## src/rtl/zfib_pkg.sv

```systemverilog
package zfib_pkg;

  localparam int unsigned ZF_WIDTH = 8;
  localparam logic [ZF_WIDTH-1:0] ZF_TAPS = 8'b0001_1101;

  function automatic logic [ZF_WIDTH-1:0] zf_step(
    input logic [ZF_WIDTH-1:0] s,
    input logic [ZF_WIDTH-1:0] taps
  );
    return {^(s & taps), s[ZF_WIDTH-1:1]};
  endfunction

  // Unique state whose unmodified successor is the given target.
  function automatic logic [ZF_WIDTH-1:0] zf_pred(
    input logic [ZF_WIDTH-1:0] target,
    input logic [ZF_WIDTH-1:0] taps
  );
    logic [ZF_WIDTH-1:0] p;
    p = {target[ZF_WIDTH-2:0], 1'b0};
    p[0] = target[ZF_WIDTH-1] ^ (^(p & taps));
    return p;
  endfunction

endpackage

```

## src/rtl/zfib_feedback.sv

```systemverilog
module zfib_feedback #(
  parameter int unsigned WIDTH = 8,
  parameter logic [WIDTH-1:0] TAPS = 8'b0001_1101
) (
  input  logic [WIDTH-1:0] cur_i,
  output logic [WIDTH-1:0] nxt_o
);
  logic [WIDTH-1:0] tap_bits;

  genvar g;
  generate
    for (g = 0; g < WIDTH; g++) begin : g_tap
      if (TAPS[g]) begin : g_on
        assign tap_bits[g] = cur_i[g];
      end else begin : g_off
        assign tap_bits[g] = 1'b0;
      end
    end
  endgenerate

  assign nxt_o = {^tap_bits, cur_i[WIDTH-1:1]};
endmodule

```

## src/rtl/zfib_splice.sv

```systemverilog
module zfib_splice #(
  parameter int unsigned WIDTH = 8,
  parameter logic [WIDTH-1:0] PRED = 8'h02
) (
  input  logic [WIDTH-1:0] cur_i,
  input  logic [WIDTH-1:0] poly_i,
  output logic [WIDTH-1:0] nxt_o
);
  localparam logic [WIDTH-1:0] ZERO = '0;
  localparam logic [WIDTH-1:0] ONE  = {{(WIDTH-1){1'b0}}, 1'b1};

  logic hit_pred;
  logic hit_zero;

  assign hit_pred = (cur_i == PRED);
  assign hit_zero = (cur_i == ZERO);

  always_comb begin
    if (hit_pred)      nxt_o = ZERO;
    else if (hit_zero) nxt_o = ONE;
    else               nxt_o = poly_i;
  end
endmodule

```

## src/rtl/zfib_state_reg.sv

```systemverilog
module zfib_state_reg #(
  parameter int unsigned WIDTH = 8
) (
  input  logic             clk,
  input  logic             rst,
  input  logic [WIDTH-1:0] d_i,
  output logic [WIDTH-1:0] q_o
);
  always_ff @(posedge clk) begin
    if (rst) q_o <= '0;
    else     q_o <= d_i;
  end
endmodule

```

## src/rtl/zfib_lfsr.sv

```systemverilog
module zfib_lfsr
  import zfib_pkg::*;
#(
  parameter int unsigned WIDTH = ZF_WIDTH,
  parameter logic [WIDTH-1:0] TAPS = ZF_TAPS
) (
  input  logic             clk,
  input  logic             rst,
  output logic [WIDTH-1:0] state_o,
  output logic             serial_o
);
  localparam logic [WIDTH-1:0] ONE  = {{(WIDTH-1){1'b0}}, 1'b1};
  localparam logic [WIDTH-1:0] PRED = zf_pred(ONE, TAPS);

  logic [WIDTH-1:0] state_q;
  logic [WIDTH-1:0] poly_nxt;
  logic [WIDTH-1:0] state_nxt;

  zfib_feedback #(.WIDTH(WIDTH), .TAPS(TAPS)) u_fb (
    .cur_i (state_q),
    .nxt_o (poly_nxt)
  );

  zfib_splice #(.WIDTH(WIDTH), .PRED(PRED)) u_splice (
    .cur_i  (state_q),
    .poly_i (poly_nxt),
    .nxt_o  (state_nxt)
  );

  zfib_state_reg #(.WIDTH(WIDTH)) u_reg (
    .clk (clk),
    .rst (rst),
    .d_i (state_nxt),
    .q_o (state_q)
  );

  assign state_o  = state_q;
  assign serial_o = state_q[0];
endmodule

```

## config.mk

```make
export PLATFORM = sky130hd
export DESIGN_NAME = zfib_lfsr
export DESIGN_NICKNAME = d
export VERILOG_FILES = /design/src/rtl/zfib_pkg.sv /design/src/rtl/zfib_feedback.sv /design/src/rtl/zfib_splice.sv /design/src/rtl/zfib_state_reg.sv /design/src/rtl/zfib_lfsr.sv
export SDC_FILE = /design/constraint.sdc
export NUM_CORES = 1
export LEC_CHECK = 0
export BUFFER_PORTS_ARGS = -buffer_cell sky130_fd_sc_hd__clkbuf_2
export CAP_MARGIN = 20
export CORE_AREA = 2 2 39 41
export DETAILED_ROUTE_END_ITERATION = 7
export DIE_AREA = 0 0 41 43
export SYNTH_ARGS = -nofsm -noshare
export SYNTH_HDL_FRONTEND = slang
export SYNTH_HIERARCHICAL = 1
export SYNTH_SLANG_ARGS = --single-unit
```

## constraint.sdc

```tcl
create_clock -name clk -period 2.2 [get_ports clk]
set_clock_uncertainty 0.2 [all_clocks]
set_input_delay 0 -clock clk [delete_from_list [all_inputs] [get_ports clk]]
set_output_delay 0 -clock clk [all_outputs]
set_load 0.02 [all_outputs]
```

Word level (Yosys, flattened, before mapping)
Cells that the tools add are included.
{ "totals": {"regBits": 8, "input_bits": 2, "out_inout_bits": 9, "wordCells": 8} }
{ "classes": {"eq_ne": 1, "muxes": 1, "reduce_logical": 4} }
{ "op_table": {"columns": ["cell", "n"], "rows": [
  ["8-bit by 2-bit equality test with 1-bit output (second input constant)", 1],
  ["8-bit zero test", 1],
  ["8-bit XOR reduction", 1],
  ["3-bit OR reduction", 1],
  ["2-bit OR reduction", 1],
  ["1-bit 2-to-1 mux", 1]
]} }

Logic depth before layout (Yosys ltp)
Gate-level depths: netlist of the first run.
{ "logic_depth": {"depth_word": 2, "depth_mapped": 4, "mapped_depth_nobuf": 4} }

By module
The synthesis of the first run kept the hierarchy.
{ "by_module_without_submodules": {"columns": ["module", "instances", "cells_per_inst", "area_per_inst_um2", "seq_area_each_um2"], "rows": [
  ["zfib_state_reg", 1, 16, 210.2, 160.2],
  ["zfib_splice", 1, 12, 90.1, 0.0],
  ["zfib_feedback", 1, 10, 78.8, 0.0],
  ["zfib_lfsr", 1, 1, 7.5, 0.0]
]} }

Worst setup path before layout of the first run
Ideal clock, no wire load.
{ "synth_path": {"path_kind": "reg2reg", "from": "reg u_reg.q_o[7]", "to": "reg u_reg.q_o[1]", "setup_time_ns": 0.114, "t_arrival_ns": 1.099, "t_required_ns": 1.886, "slack_ns": 0.788, "path_stages_with_launch": 5, "n_path_buf": 0, "period_less_slack_ns": 1.412, "path_cell_list": "dfxtp_1 > nor4_2 > nand2_2 > and2_2 > nor2b_1"} }
{ "synth_between": {"elab_chain_len": 2, "word_cells_on_any_way": 3, "cone_classes": "eq/ne (1); reduce/logical (2)"} }
{ "synth_lines": {"columns": ["item", "line_no", "rtl"], "rows": [
  ["start, declared", "zfib_state_reg.sv:7", "output logic [WIDTH-1:0] q_o"],
  ["start signal, assigned", "zfib_state_reg.sv:11", "else q_o <= d_i;"],
  ["8-bit by 2-bit equality test with 1-bit output / 8-bit zero test (equally long branches)", "zfib_splice.sv:15, zfib_splice.sv:16", null],
  ["3-bit OR reduction (no line) *", null, null]
]} }
Every way passes the cells marked *; elsewhere a longest branch is shown, timed or not.
A chain may end at the register's enable or synchronous reset.

Worst setup path in the final report of the first run
{ "layout_path": {"from": "reg u_reg.q_o[7]", "to": "reg u_reg.q_o[7]"} }
The elaborated chain is that of the path after synthesis.

==> results.toml, run 1 <==
[floorplanning]
core-area_um2 = 1380
dieHeight_um = 43
initial_core_util_pct = 27.9
pin_count = 11
dieArea_um2 = 1760
rows = 14
die_w_um = 41

[setup_path]
critPathArrivalTime_ns = 1.35
crit_path_start_kind = "register"
rrSetupSlack_ns = 0.78
critPathRequiredTime_ns = 2.13
worstRegToRegCells = 4
r2r_start = "u_reg/q_o[7]"
crit_start = "u_reg/q_o[7]"
worstReg2RegEnd = "u_reg/q_o[7]"
path_cells = "nor4_2 > nand2_2 > and2_2 > nor2b_1"
slowest_stage = "dfxtp_1"
cp_slowest_stage_delay_ns = 0.33
crit_end = "u_reg/q_o[7]"
worst_setup_path_end_kind = "register"
worstSetupPathType = "register to register"
critPathMaxFanout = 8

[clocking]
cts_tree = "done"
clkLatencyLatePin_ns = 0.25
ctsHtreeMaxLevel = 1
cts_buffer_depth = 2
post-cts-setup-buffers = 0
cts-buffers-inserted = 3
cts-root-buf = "clkbuf_4"
clk_pin_slew_worst_paths_ns = 0.05
cts_sinks = 8

[finish]
fin_nets = 49
largest_reg_flops = 8
stdcell_count = 61
diodes = 0
largest-register = "u_reg/q_o"
area_delta_synth_final_pct = 11.0
layout-drive-gt1-share_pct = 48.9
final_core_util_pct = 31.0
reg.largest.list = "u_reg/q_o (8)"

[routing]
drt_pre_antenna_iters = 2
post_drt_wl_per_cell_um = 9.39
ant_nets = 0
drc_errors = 0
viasPerCell = 4.02
vias = 245
wl_um = 573
drt-initial-drc-count = 3

[power]
p_sw_mw = 0.0670
pwr-share-seq_pct = 52.0
p_int_mw = 0.224
p_leak_nw = 0.197
powerDensity_nw_per_um2 = 679
p_comb_share_pct = 11.1
switching_share_pct = 23.0
irDropWorstVdd_v = 0.000210
power_frac_clock_pct = 36.9

[run_status]
status = "completed"

[placement]
hpwl_um = 420
dp.cells = 57
port_buffers = 10
dp_slack_ns = 0.779
routabilityCongestion = 0.605

[yosys]
yosysTopAreaCell = "dfxtp_1"
synthDominantCellAreaShare_pct = 41.4
yosysWarnings = 6
synth_top_cells_by_area = "dfxtp_1 41%, buf_4 16%, and2_2 14%"
synth_common_cells = "8 x buf_4, 8 x dfxtp_1, 8 x nor2b_1, 7 x and2_2, 2 x xnor2_1"
synth_edf_count = 0
synth_seq_cells = 8
yosysSeqAreaShare_pct = 41.4
ys_types = 11
syn_area_um2 = 387
syn_inst = 39
syn_nets = 41
synthFlopType = "dfxtp_1"
syn_area_per_cell_um2 = 9.91
async_flop_share_pct = 0

[run]
drv_cap = 0

[sta]
finalHoldViolations = 0
setup_tns_ns = 0
slew_viol_final = 0
post-route-period-util_pct = 64.7
max_slew_margin_pct = 84.6
fmax_mhz = 703
setup_violations = 0
period_needed_ns = 1.42
grt_setup_unrepaired = "no"
tightest_slew_ns = 0.229
fin_ws_ns = 0.778

[global_routing]
grt_overflow = 0
antenna_found_initial = 0
grt_use_total_pct = 6.83
grt_max_degree = 9
grt_first_pass_wirelength_um = 800
grt_pass1_vias = 210

[worst_hold_path]
hold_path_class = "register to register"
through the flow:
step / power [mW] / area, µm² / hold slack, ns
after floorplan: 0.179 / 387 / -0.128
after global placement: 0.186 / 397 / 0.0952
after detailed placement: 0.185 / 397 / 0.0936
after CTS: 0.297 / 429 / 0.368
after global routing: 0.302 / 429 / 0.394
final: 0.291 / 429 / 0.371
routing by layer:
metal | up-vias | track usage (%) | wire length (µm)
li1 | 126 | - | -
met1 | 110 | 9.00 | 274
met2 | 9 | 8.75 | 255
met3 | 0 | 1.57 | 43
met4 | 0 | 6.00 | 0
met5 | - | 0 | 0
final cells by class:
cell class	instances	area, µm²
Inverter	1	3.75
Timing Repair Buffer	11	60.1
Clock buffer	3	22.5
Fill cell	145	955
Multi-Input combinational cell	22	163
Sequential cell	8	160
Tap cell	16	20.0
worst min path at each step:
stage	cells after the start	to	slack [ns]	start
finish	2	u_reg/q_o[0]	0.37	u_reg/q_o[1]
global placement	2	u_reg/q_o[1]	0.1	rst
CTS	3	u_reg/q_o[3]	0.37	rst
floorplan	1	u_reg/q_o[0]	-0.13	rst
global route	3	u_reg/q_o[1]	0.39	rst
detailed placement	2	u_reg/q_o[3]	0.09	rst
worst max-delay path: cells and delay by family, from the launching register on:
kind             cells  cell delay (ns)
and+or+nand+nor      4             0.78
DFF                  1             0.33
cells in the final DEF (no fill, tap or decap):
| cell type | Yosys | routed |
|---|---|---|
| nand2_2 | 1 | 1 |
| xnor2_1 | 2 | 2 |
| and2_2 | 7 | 7 |
| dfxtp_1 | 8 | 8 |
| nor3_1 | 1 | 1 |
| xor2_1 | 1 | 1 |
| nor4_2 | 1 | 1 |
| clkbuf_4 | 0 | 3 |
| dlygate4sd3_1 | 0 | 1 |
| mux2i_1 | 1 | 1 |
| clkbuf_2 | 0 | 10 |
| inv_1 | 1 | 1 |
| nor2b_1 | 8 | 8 |
kinds of logic (layout without fill, tap and decap cells):
group | count (synthesis) | count (layout) | share of synthesized area, %
xor gates and xnor gates | 3 | 3 | 6.80
DFF | 8 | 8 | 41.4
and+or+nand+nor | 18 | 18 | 32.7
buffers and inverters | 9 | 15 | 16.5
muxes | 1 | 1 | 2.59
power groups by stage:
stage / Combinational [mW] / Clock (mW) / Sequential (mW)
floorplan: 0.0213 / 0 / 0.158
global placement: 0.0315 / 0 / 0.154
detailed placement: 0.0307 / 0 / 0.155
CTS: 0.0325 / 0.113 / 0.152
global route: 0.0356 / 0.115 / 0.152
finish: 0.0323 / 0.108 / 0.152
what timing repair did:
action                                 4_1_cts  5_1_grt
gates resized for setup                      0        0
hold buffers                                 1        0
endpoints found under the hold margin        8        0
setup endpoints to repair                    0        0
Power figures use the tool's default switching activity.
==> run 2, diff against run 1 <==
clock period = 1.46 ns   (was 2.2 ns; I/O delays follow)
==> run 2 against run 1 <==
Worst hold slack lost 0.00084 ns; sequential share of layout area decreased by 2.1 points; utilization is 2.6 points higher; sequential power rose by 49%; die area stayed put; clock-buffer cell count unchanged; non-clock buffer count increased by 1; total power is 51% higher; via count stayed put; register-to-register slack worse by 0.73 ns; combinational power increased by 69%; critical path type unchanged.
==> results.toml, run 2 (same netlist as run 1, synthesis figures left out) <==
[run_status]
status = "completed"

[finish]
design_area_um2 = 465
largest_reg_flops = 8
area_delta_synth_final_pct = 20.4
reg.largest.list = "u_reg/q_o (8)"
largest-register = "u_reg/q_o"
final_cell_mix = "10 x clkbuf_2, 7 x nor2b_1, 7 x dfxtp_1, 7 x and2_4, 3 x clkbuf_4"
fin_nets = 50
final_core_util_pct = 33.6
nFillCells = 152
layout-drive-gt1-share_pct = 54.3
stdcell_count = 62
mostFrequentLayoutCell = "clkbuf_2"
diodes = 0

[setup_path]
critPathMaxFanout = 8
worstReg2RegEnd = "u_reg/q_o[3]"
crit_path_start_kind = "register"
r2r_start = "u_reg/q_o[2]"
rrSetupSlack_ns = 0.05
worstSetupPathType = "register to register"
critPathRequiredTime_ns = 1.39
critPathArrivalTime_ns = 1.34
worst_setup_path_end_kind = "register"
worstRegToRegCells = 4

[clocking]
cts-root-buf = "clkbuf_4"
cts_buffer_depth = 2
cts_tree = "done"
clkLatencyLatePin_ns = 0.24
cts-buffers-inserted = 3
ctsHtreeMaxLevel = 1
clk_pin_slew_worst_paths_ns = 0.05
cts_sinks = 8

[placement]
place_area_um2 = 397
dp_slack_ns = 0.0388
routabilityCongestion = 0.662
dp.cells = 57
port_buffers = 10

[sta]
whs_ns = 0.370
finalHoldViolations = 0
fin_ws_ns = 0.0482
slew_viol_final = 0
fmax_mhz = 708
tightest_slew_ns = 0.249
post-route-period-util_pct = 96.7
period_needed_ns = 1.41
setup_tns_ns = 0
grt_setup_unrepaired = "yes"
max_slew_margin_pct = 83.3
setup_violations = 0

[routing]
viasPerCell = 3.95
wl_um = 631
drt-initial-drc-count = 0
vias = 245
ant_nets = 0
drc_errors = 0
post_drt_wl_per_cell_um = 10.2
drt_pre_antenna_iters = 1

[power]
pwr-share-seq_pct = 51.7
irDropWorstVdd_v = 0.000253
power_frac_clock_pct = 35.9
p_sw_mw = 0.101
p_leak_nw = 0.213
switching_share_pct = 23.0
p_int_mw = 0.338
p_total_mw = 0.439
p_comb_share_pct = 12.4
powerDensity_nw_per_um2 = 943

[global_routing]
grt_pass1_vias = 222
grt_use_total_pct = 7.52
grt_max_degree = 9
grt_first_pass_wirelength_um = 848
grt_overflow = 0
antenna_found_initial = 0

[worst_hold_path]
hold_start = "u_reg/q_o[1]"
holdPathEnd = "u_reg/q_o[0]"
hold_path_class = "register to register"
min_path_cells = 2

[floorplanning]
core-area_um2 = 1380
initial_core_util_pct = 27.9
rows = 14
dieHeight_um = 43
dieArea_um2 = 1760
die_w_um = 41
pin_count = 11

[run]
drv_cap = 0
## run 2: changes by cell type in the layout (fill, tap and decap cells not counted)
cell	previous run	this run
nor2b_4	0	1
buf_4	0	1
and2_2	7	0
nor4_4	0	1
and2_4	0	7
nor4_2	1	0
nor2b_1	8	7
dfxtp_1	8	7
dfxtp_4	0	1
## run 2: layout make-up
class	count	area (µm²)	share of cell area (%)
clock buffer	3	22.5	4.84
multi-input combinational	22	188	40.3
sequential	8	164	35.2
tap	16	20.0	4.30
timing repair buffer	12	67.6	14.5
inverter	1	3.75	0.806
## run 2: how the worst max path moves through the flow
| stage | start | endpoint | slack, ns |
|---|---|---|---|
| 5_1_grt | u_reg/q_o[2] | u_reg/q_o[2] | -0.03 |
| 3_5_place_dp | u_reg/q_o[7] | u_reg/q_o[7] | 0.04 |
| 6_report | u_reg/q_o[2] | u_reg/q_o[3] | 0.05 |
| 2_1_floorplan | u_reg/q_o[7] | u_reg/q_o[1] | 0.05 |
| 3_3_place_gp | u_reg/q_o[7] | u_reg/q_o[2] | 0.04 |
| 4_1_cts | u_reg/q_o[7] | u_reg/q_o[3] | 0.02 |
## run 2: timing repair
| action | 4_1_cts | 5_1_grt |
|---|---|---|
| resized for setup | 0 | 11 |
| endpoints found under the hold margin | 8 | 0 |
| hold buffers | 1 | 0 |
| setup endpoints to repair | 0 | 7 |
| setup buffers | 0 | 1 |
## run 2: critical path, stage by stage (launching register included)
cell and delay [ns]:
dfxtp_4 0.35, nor4_4 0.28, nand2_2 0.17, and2_4 0.18, nor2b_4 0.11
## run 2: power groups by stage
stage               Combinational [mW]  Clock, mW  Sequential (mW)
CTS                             0.0498      0.168            0.228
finish                          0.0545      0.157            0.227
detailed placement              0.0472          0            0.233
floorplan                       0.0321          0            0.238
global placement                0.0479          0            0.233
global route                    0.0603      0.178            0.228
## run 2: routing by layer
metal,global-route usage [%],vias to the layer above,routed length (µm)
met3,1.57,0,39
met4,10.0,0,0
met1,8.31,108,291
li1,-,128,-
met2,9.69,9,300
met5,0,-,0
